<file path="src/rtl/chint_pkg.sv">
package chint_pkg;
    localparam int ADDR_W = 8;
    localparam int VEC_W  = 8;

    localparam logic [ADDR_W-1:0] ADR_EN   = 8'h09;
    localparam logic [ADDR_W-1:0] ADR_TYPE = 8'h0D;
    localparam logic [ADDR_W-1:0] ADR_STAT = 8'h0F;
    localparam logic [ADDR_W-1:0] ADR_POL  = 8'h11;
    localparam logic [ADDR_W-1:0] ADR_VEC  = 8'h13;

    typedef enum logic [1:0] {
        ACK_IDLE  = 2'd0,
        ACK_ARMED = 2'd1,
        ACK_GRANT = 2'd2
    } ack_st_t;
endpackage

</file>
<file path="src/rtl/chint_sync.sv">
module chint_sync #(
    parameter int W = 8
) (
    input  logic         clk,
    input  logic         rst_n,
    input  logic [W-1:0] raw,
    output logic [W-1:0] sync
);
    logic [W-1:0] meta;

    always_ff @(posedge clk or negedge rst_n) begin
        if (!rst_n) begin
            meta <= '0;
            sync <= '0;
        end else begin
            meta <= raw;
            sync <= meta;
        end
    end
endmodule

</file>
<file path="src/rtl/chint_event.sv">
module chint_event #(
    parameter int W = 8
) (
    input  logic         clk,
    input  logic         rst_n,
    input  logic [W-1:0] cur,
    input  logic [W-1:0] en,
    input  logic [W-1:0] typ,
    input  logic [W-1:0] pol,
    output logic [W-1:0] evt
);
    logic [W-1:0] prev;

    always_ff @(posedge clk or negedge rst_n) begin
        if (!rst_n) prev <= '0;
        else        prev <= cur;
    end

    for (genvar i = 0; i < W; i++) begin : g_ch
        always_comb begin
            if (typ[i]) evt[i] = en[i] & (cur[i] ^ prev[i]);
            else        evt[i] = en[i] & (cur[i] == pol[i]);
        end
    end
endmodule

</file>
<file path="src/rtl/chint_regs.sv">
module chint_regs #(
    parameter int NCH = 8,
    parameter int DW  = 16
) (
    input  logic                          clk,
    input  logic                          rst_n,
    input  logic                          bus_sel,
    input  logic                          bus_wr,
    input  logic [chint_pkg::ADDR_W-1:0]  bus_addr,
    input  logic [DW-1:0]                 bus_wdata,
    input  logic [NCH-1:0]                evt,
    output logic [NCH-1:0]                en,
    output logic [NCH-1:0]                typ,
    output logic [NCH-1:0]                pol,
    output logic [NCH-1:0]                pend,
    output logic [chint_pkg::VEC_W-1:0]   vec,
    output logic [DW-1:0]                 reg_rdata
);
    import chint_pkg::*;

    logic           wr_hit;
    logic [NCH-1:0] clr;

    assign wr_hit = bus_sel && bus_wr;
    assign clr    = (wr_hit && bus_addr == ADR_STAT) ? bus_wdata[NCH-1:0] : '0;

    if (DW > VEC_W) begin : g_hi
        logic unused_hi;
        assign unused_hi = ^bus_wdata[DW-1:VEC_W];
    end

    always_ff @(posedge clk or negedge rst_n) begin
        if (!rst_n) begin
            en  <= '0;
            typ <= '0;
            pol <= '0;
            vec <= '0;
        end else if (wr_hit) begin
            case (bus_addr)
                ADR_EN:   en  <= bus_wdata[NCH-1:0];
                ADR_TYPE: typ <= bus_wdata[NCH-1:0];
                ADR_POL:  pol <= bus_wdata[NCH-1:0];
                ADR_VEC:  vec <= bus_wdata[VEC_W-1:0];
                default:  ;
            endcase
        end
    end

    // set wins over a same-cycle clear
    always_ff @(posedge clk or negedge rst_n) begin
        if (!rst_n) pend <= '0;
        else        pend <= (pend & ~clr) | evt;
    end

    always_comb begin
        reg_rdata = '0;
        if (bus_sel && !bus_wr) begin
            case (bus_addr)
                ADR_EN:   reg_rdata = DW'(en);
                ADR_TYPE: reg_rdata = DW'(typ);
                ADR_STAT: reg_rdata = DW'(pend);
                ADR_POL:  reg_rdata = DW'(pol);
                ADR_VEC:  reg_rdata = DW'(vec);
                default:  reg_rdata = '0;
            endcase
        end
    end

    p_no_set_disabled_r4: assert property (@(posedge clk) disable iff (!rst_n)
        ((pend & ~$past(pend) & ~$past(en)) == '0));

    p_only_w1c_falls_r5: assert property (@(posedge clk) disable iff (!rst_n)
        (($past(pend) & ~pend & ~$past(clr)) == '0));

    p_event_sets_r7: assert property (@(posedge clk) disable iff (!rst_n)
        (|evt) |=> ((pend & $past(evt)) == $past(evt)));
endmodule

</file>
<file path="src/rtl/chint_ack.sv">
module chint_ack (
    input  logic clk,
    input  logic rst_n,
    input  logic irq,
    input  logic int_sel,
    output logic vec_valid
);
    import chint_pkg::*;

    ack_st_t state, nxt;

    always_ff @(posedge clk or negedge rst_n) begin
        if (!rst_n) state <= ACK_IDLE;
        else        state <= nxt;
    end

    always_comb begin
        nxt = state;
        unique case (state)
            ACK_IDLE:  nxt = irq ? ACK_ARMED : ACK_IDLE;
            ACK_ARMED: begin
                if (!irq)         nxt = ACK_IDLE;
                else if (int_sel) nxt = ACK_GRANT;
                else              nxt = ACK_ARMED;
            end
            ACK_GRANT: begin
                if (int_sel)  nxt = ACK_GRANT;
                else if (irq) nxt = ACK_ARMED;
                else          nxt = ACK_IDLE;
            end
            default:   nxt = ACK_IDLE;
        endcase
    end

    always_comb begin
        vec_valid = (state == ACK_GRANT);
    end

    p_grant_after_irq_r9: assert property (@(posedge clk) disable iff (!rst_n)
        $rose(vec_valid) |-> $past(irq));

    p_grant_hold_r9: assert property (@(posedge clk) disable iff (!rst_n)
        (vec_valid && int_sel) |=> vec_valid);
endmodule

</file>
<file path="src/rtl/chint_ctrl.sv">
module chint_ctrl #(
    parameter int NCH = 8,
    parameter int DW  = 16
) (
    input  logic                         clk,
    input  logic                         rst_n,
    input  logic [NCH-1:0]               pin_in,
    input  logic                         bus_sel,
    input  logic                         bus_wr,
    input  logic [chint_pkg::ADDR_W-1:0] bus_addr,
    input  logic [DW-1:0]                bus_wdata,
    output logic [DW-1:0]                bus_rdata,
    input  logic                         int_sel,
    output logic                         irq,
    output logic                         vec_valid
);
    import chint_pkg::*;

    logic [NCH-1:0]   cur, evt, en, typ, pol, pend;
    logic [VEC_W-1:0] vec;
    logic [DW-1:0]    reg_rdata;

    chint_sync #(.W(NCH)) u_sync (
        .clk(clk), .rst_n(rst_n), .raw(pin_in), .sync(cur)
    );

    chint_event #(.W(NCH)) u_event (
        .clk(clk), .rst_n(rst_n), .cur(cur), .en(en), .typ(typ),
        .pol(pol), .evt(evt)
    );

    chint_regs #(.NCH(NCH), .DW(DW)) u_regs (
        .clk(clk), .rst_n(rst_n), .bus_sel(bus_sel), .bus_wr(bus_wr),
        .bus_addr(bus_addr), .bus_wdata(bus_wdata), .evt(evt),
        .en(en), .typ(typ), .pol(pol), .pend(pend), .vec(vec),
        .reg_rdata(reg_rdata)
    );

    assign irq = |(pend & en);

    chint_ack u_ack (
        .clk(clk), .rst_n(rst_n), .irq(irq), .int_sel(int_sel),
        .vec_valid(vec_valid)
    );

    assign bus_rdata = vec_valid ? DW'(vec) : reg_rdata;
endmodule

</file>
<file path="config.mk">
export PLATFORM = sky130hd
export DESIGN_NAME = chint_ctrl
export DESIGN_NICKNAME = d
export VERILOG_FILES = /design/src/rtl/chint_pkg.sv /design/src/rtl/chint_sync.sv /design/src/rtl/chint_event.sv /design/src/rtl/chint_regs.sv /design/src/rtl/chint_ack.sv /design/src/rtl/chint_ctrl.sv
export SDC_FILE = /design/constraint.sdc
export NUM_CORES = 1
export LEC_CHECK = 0
export ABC_CLOCK_PERIOD_IN_PS = 1500
export BUFFER_PORTS_ARGS = -buffer_cell sky130_fd_sc_hd__buf_2
export CAP_MARGIN = 20
export CORE_MARGIN = 4
export CORE_UTILIZATION = 49
export DETAILED_ROUTE_END_ITERATION = 16
export PLACE_DENSITY = 0.73
export SLEW_MARGIN = 30
export SYNTH_ARGS = -nofsm -noshare
export SYNTH_HDL_FRONTEND = slang
export SYNTH_SLANG_ARGS = --single-unit
</file>
<file path="constraint.sdc">
create_clock -name clk -period 1.5 [get_ports clk]
set_clock_uncertainty 0.05 [all_clocks]
set_input_delay 0.075 -clock clk [delete_from_list [all_inputs] [get_ports clk]]
set_output_delay 0.075 -clock clk [all_outputs]
set_load 0.01 [all_outputs]
</file>
==> report_table.html <==
<table>
<tr><th>Metric</th><th>Value</th></tr>
<tr><th colspan="2">GRT</th></tr>
<tr><td>Global route total overflow</td><td>0</td></tr>
<tr><td>Global routing usage summed across all routing layers</td><td>19.3%</td></tr>
<tr><td>Maximum number of pins on one net before global-route repair</td><td>67</td></tr>
<tr><td>Global-route wire length before repair</td><td>10,600 µm</td></tr>
<tr><td>Initial antenna violation count</td><td>0</td></tr>
<tr><td>Number of global-route vias before repair</td><td>about 2,100</td></tr>
<tr><th colspan="2">Worst setup path</th></tr>
<tr><td>Arrival time of the worst setup path</td><td>about 1.6 ns</td></tr>
<tr><td>Capturing point of the worst reg2reg path</td><td>u_ack.state[1]$_DFF_PN0_</td></tr>
<tr><td>Critical path cell sequence</td><td>inv_2 -&gt; nor2_2 -&gt; or3_4 -&gt; o21ai_2 -&gt; buf_2</td></tr>
<tr><td>Number of buffer and inverter stages on the critical path</td><td>2</td></tr>
<tr><td>Timing endpoint of the critical path</td><td>bus_rdata[7]</td></tr>
<tr><td>Kind of end point of the critical path</td><td>primary output</td></tr>
<tr><td>Delay contributed by the slowest stage of the critical path</td><td>0.42 ns</td></tr>
<tr><td>Launching instance or port of the critical path</td><td>u_ack.state[1]$_DFF_PN0_</td></tr>
<tr><td>R2r setup slk</td><td>~0.04 ns</td></tr>
<tr><td>CP top delay family</td><td>simple AND/OR/NAND/NOR gates</td></tr>
<tr><td>CP Launch Type</td><td>flip-flop</td></tr>
<tr><td>Launching point of the worst reg2reg path</td><td>u_regs.en[6]$_DFFE_PN0P_</td></tr>
<tr><td>Maximum fanout count along the critical path</td><td>8</td></tr>
<tr><td>Start-to-end type of the worst setup path</td><td>reg -&gt; out</td></tr>
<tr><td>Critical Path RT</td><td>1.37 ns</td></tr>
<tr><td>Length in cells of the worst reg-to-reg path</td><td>6</td></tr>
<tr><td>WP depth</td><td>5</td></tr>
<tr><td>Cell with the largest stage delay on the worst path</td><td>sky130_fd_sc_hd__or3_4</td></tr>
<tr><th colspan="2">Drt</th></tr>
<tr><td>Number of remaining DRC errors</td><td>0</td></tr>
<tr><td>Final Routed Wirelength</td><td>6300 µm</td></tr>
<tr><td>Number of detailed-route iterations in the first pass</td><td>4</td></tr>
<tr><td>Vias after detailed routing</td><td>2,056</td></tr>
<tr><td>Via density</td><td>around 5.3</td></tr>
<tr><td>Number of DRC markers in iteration 0</td><td>between 150 and 200</td></tr>
<tr><td>DRT antenna net count</td><td>0</td></tr>
<tr><td>WL per Instance</td><td>~16 µm</td></tr>
<tr><th colspan="2">Floorplan</th></tr>
<tr><td>Initial standard-cell utilization of the core</td><td>between 50% and 60%</td></tr>
<tr><td>Die X</td><td>between 80 and 90 µm</td></tr>
<tr><td>Number of rows in the core area</td><td>27</td></tr>
<tr><td>Placeable core region</td><td>0.00561 mm²</td></tr>
<tr><td>Die height</td><td>around 85 µm</td></tr>
<tr><td>Die area</td><td>~0.0072 mm²</td></tr>
<tr><td>Top-Level Pins</td><td>55</td></tr>
<tr><th colspan="2">Logic synthesis</th></tr>
<tr><td>Number of library cell types mapped by synthesis</td><td>33</td></tr>
<tr><td>Number of synthesized register bits</td><td>66</td></tr>
<tr><td>Post-Syn Area</td><td>around 0.0029 mm²</td></tr>
<tr><td>Share of synthesized flip-flops with an asynchronous set or reset</td><td>100%</td></tr>
<tr><td>Ys flop type</td><td>sky130_fd_sc_hd__dfrtp_1</td></tr>
<tr><td>Post-synthesis average cell area</td><td>12.8 µm²</td></tr>
<tr><td>Count of flip-flops with a built-in enable after synthesis</td><td>0</td></tr>
<tr><td>Gate count after technology mapping</td><td>between 200 and 250</td></tr>
<tr><td>Seq/Total Area, Yosys</td><td>a little under three fifths</td></tr>
<tr><td>Total number of yosys warnings</td><td>0</td></tr>
<tr><th colspan="2">Job</th></tr>
<tr><td>Number of max-cap violations</td><td>0</td></tr>
<tr><th colspan="2">Power</th></tr>
<tr><td>Design internal power</td><td>2.99 mW</td></tr>
<tr><td>Combinational share of power</td><td>10.5%</td></tr>
<tr><td>Clock network fraction of total power</td><td>a little under two fifths</td></tr>
<tr><td>Switching power of the nets</td><td>0.898 mW</td></tr>
<tr><td>Share of total power in sequential cells</td><td>between 50 and 60%</td></tr>
<tr><td>Highest ir drop seen on vdd</td><td>about 800 µV</td></tr>
<tr><td>Sw frac</td><td>roughly 23%</td></tr>
<tr><td>Leak</td><td>roughly 1.8 nW</td></tr>
<tr><td>Power per standard cell area</td><td>1040 mW/mm²</td></tr>
<tr><th colspan="2">STA</th></tr>
<tr><td>Final critical-path share of the clock period</td><td>114%</td></tr>
<tr><td>Worst hold-check slack</td><td>between 0.2 and 0.25 ns</td></tr>
<tr><td>Post-layout minimum cycle time</td><td>roughly 1.7 ns</td></tr>
<tr><td>Tightest Pin Transition</td><td>roughly 0.72 ns</td></tr>
<tr><td>Achievable clock frequency</td><td>approximately 0.58 GHz</td></tr>
<tr><td>Worst slew margin</td><td>around 52%</td></tr>
<tr><td>Final max-slew violation count</td><td>0</td></tr>
<tr><td>Hold violation count in the final report</td><td>0</td></tr>
<tr><td>Unrepaired setup endpoints after global routing</td><td>yes</td></tr>
<tr><td>Finish-stage setup viols</td><td>9</td></tr>
<tr><td>Final worst-path setup slack</td><td>-0.212 ns</td></tr>
<tr><th colspan="2">Clock network</th></tr>
<tr><td>Insertion delay to the later sink of the worst-skew pair</td><td>around 0.34 ns</td></tr>
<tr><td>Number of buffers created by CTS</td><td>9</td></tr>
<tr><td>TritonCTS clock tree</td><td>yes</td></tr>
<tr><td>Clock root cell</td><td>sky130_fd_sc_hd__clkbuf_8</td></tr>
<tr><td>H-tree depth reported by CTS</td><td>3</td></tr>
<tr><td>Clock tree sinks</td><td>66</td></tr>
<tr><td>Maximum root-to-sink buffer count</td><td>2</td></tr>
<tr><td>Clock transition at the registers of the reported paths</td><td>around 0.07 ns</td></tr>
<tr><th colspan="2">Finish</th></tr>
<tr><td>Layout overhead on the synthesized area</td><td>30.4%</td></tr>
<tr><td>N_diodes</td><td>0</td></tr>
<tr><td>Final design area excluding fillers</td><td>~0.0038 mm²</td></tr>
<tr><td>Post-Route Utilization</td><td>67.0%</td></tr>
<tr><td>Number of fill cells</td><td>roughly 450</td></tr>
<tr><td>Nets@finish</td><td>around 350</td></tr>
<tr><td>Share of layout cells above drive strength 1</td><td>between 40% and 50%</td></tr>
<tr><th colspan="2">Hold path</th></tr>
<tr><td>Path category of the worst min-delay check</td><td>in -&gt; async</td></tr>
<tr><th colspan="2">Run status</th></tr>
<tr><td>Failing checks</td><td>negative setup slack</td></tr>
<tr><td>Outcome</td><td>complete, but fails checks</td></tr>
<tr><th colspan="2">Place</th></tr>
<tr><td>Worst slack at placement</td><td>-0.216 ns</td></tr>
<tr><td>Final weighted congestion in routability-driven placement</td><td>approximately 0.8</td></tr>
<tr><td>Total of buffers placed on input and output ports</td><td>38</td></tr>
<tr><td>Post-placement cell area</td><td>0.00328 mm²</td></tr>
<tr><td>Estimated wirelength of the detail-placed design</td><td>4120 µm</td></tr>
</table>
[stage by stage]
step           cells  total power [mW]  TNS [ns]
3_3_place_gp     347              2.34     -5.11
4_1_cts          383              3.92     -1.85
6_report         386              3.89     -1.61
3_5_place_dp     347              2.36     -5.47
2_1_floorplan    232              2.21     -2.23
5_1_grt          386              4.08     -2.22
[cells by family after synthesis]
kind of cell,after synthesis,share of synthesized area (%)
DFF,66,57.4
and+or+nand+nor,48,9.21
AOI/OAI and AO/OA,46,11.6
muxes,40,15.6
buffers and inverters,15,3.26
xor gates and xnor gates,8,2.43
adders and majority gates,1,0.348
other,1,0.130
[worst register-to-register path: cells and delay by family (launching register included)]
kind,cells,cell delay [ns]
DFF,1,0.42
AOI/OAI and AO/OA,2,0.39
and+or+nand+nor,2,0.30
buffers and inverters,2,0.19
[cell usage in the layout, fill, tap and decap left out, types with 2 or more instances in the layout]
cell type / instances
sky130_fd_sc_hd__mux2_2: 35
sky130_fd_sc_hd__nand2b_1: 2
sky130_fd_sc_hd__xnor2_1: 8
sky130_fd_sc_hd__a22oi_1: 9
sky130_fd_sc_hd__buf_12: 2
sky130_fd_sc_hd__dfrtp_1: 66
sky130_fd_sc_hd__nor2_2: 2
sky130_fd_sc_hd__o21ai_2: 7
sky130_fd_sc_hd__a21oi_1: 8
sky130_fd_sc_hd__conb_1: 8
sky130_fd_sc_hd__nor2_1: 12
sky130_fd_sc_hd__nor2b_1: 2
sky130_fd_sc_hd__buf_2: 37
sky130_fd_sc_hd__a22oi_2: 3
sky130_fd_sc_hd__clkbuf_1: 3
sky130_fd_sc_hd__buf_4: 21
sky130_fd_sc_hd__mux2_4: 5
sky130_fd_sc_hd__dlygate4sd3_1: 18
sky130_fd_sc_hd__nand2_1: 18
sky130_fd_sc_hd__a22o_1: 16
sky130_fd_sc_hd__clkbuf_8: 11
sky130_fd_sc_hd__inv_2: 2
[synth_stat cells (2+ instances only)]
library cell | count | area (µm²)
sky130_fd_sc_hd__a21oi_1 | 8 | 40.0
sky130_fd_sc_hd__nand2b_1 | 2 | 12.5
sky130_fd_sc_hd__nor2b_1 | 2 | 12.5
sky130_fd_sc_hd__nand2_1 | 18 | 67.6
sky130_fd_sc_hd__o21ai_0 | 8 | 40.0
sky130_fd_sc_hd__clkbuf_1 | 2 | 7.51
sky130_fd_sc_hd__inv_1 | 2 | 7.51
sky130_fd_sc_hd__dfrtp_1 | 66 | 1650
sky130_fd_sc_hd__mux2_2 | 40 | 450
sky130_fd_sc_hd__buf_4 | 8 | 60.1
sky130_fd_sc_hd__xnor2_1 | 8 | 70.1
sky130_fd_sc_hd__buf_1 | 2 | 7.51
sky130_fd_sc_hd__a22o_1 | 16 | 140
sky130_fd_sc_hd__a22oi_1 | 12 | 90.1
sky130_fd_sc_hd__nor2_1 | 13 | 48.8
[power groups by stage]
| stage | Combinational (mW) | Sequential, mW | Clock, mW |
|---|---|---|---|
| after floorplan | 0.215 | 1.99 | 0 |
| after global placement | 0.331 | 2.01 | 0 |
| after detailed placement | 0.340 | 2.02 | 0 |
| after CTS | 0.397 | 1.99 | 1.54 |
| after global routing | 0.453 | 2.01 | 1.62 |
| final | 0.408 | 2.00 | 1.48 |
[what timing repair did]
| item | CTS | global route |
|---|---|---|
| endpoints found under the setup margin | 9 | 9 |
| resized for setup | 20 | 4 |
| buffers inserted | 2 | 3 |
| hold buffers | 18 | 0 |
| pin swaps | 9 | 2 |
| hold endpoints to repair | 113 | 0 |
[state kept, by name, indices dropped and copies added (netlist names)]
| name | cells |
|---|---|
| u_regs.typ | 8 |
| u_sync.sync | 8 |
| u_regs.en | 8 |
| u_regs.pend | 8 |
| u_event.prev | 8 |
| u_regs.vec | 8 |
| u_ack.state | 2 |
| u_regs.pol | 8 |
| u_sync.meta | 8 |
[worst min path at each step]
stage,startpoint,slack (ns),end,cells past startpoint
final,rst_n,0.22,u_sync.sync[2]$_DFF_PN0_,3
after global routing,rst_n,0.27,u_event.prev[6]$_DFF_PN0_,3
after CTS,rst_n,0.23,u_sync.meta[1]$_DFF_PN0_,3
after detailed placement,rst_n,0.06,u_sync.sync[6]$_DFF_PN0_,2
after global placement,rst_n,0.06,u_sync.meta[6]$_DFF_PN0_,2
after floorplan,rst_n,-0.27,u_ack.state[0]$_DFF_PN0_,0
[area by class of cell]
class | count | area, µm² | area share, %
inverter | 2 | 7.51 | 0.200
clock buffer | 14 | 163 | 4.33
clock inverter | 2 | 35.0 | 0.933
tap | 72 | 90.1 | 2.40
timing repair buffer | 79 | 574 | 15.3
sequential | 66 | 1650 | 44.0
multi-input combinational | 151 | 1230 | 32.9
[routing by layer]
layer	vias up	track usage, %	share of wire (%)
met5	-	0	0
met4	0	10.8	1.8
met3	9	3.63	5.9
met2	57	29.2	47
met1	1024	26.2	46
li1	966	-	-
No activity file was read; power rests on OpenSTA's default activity.
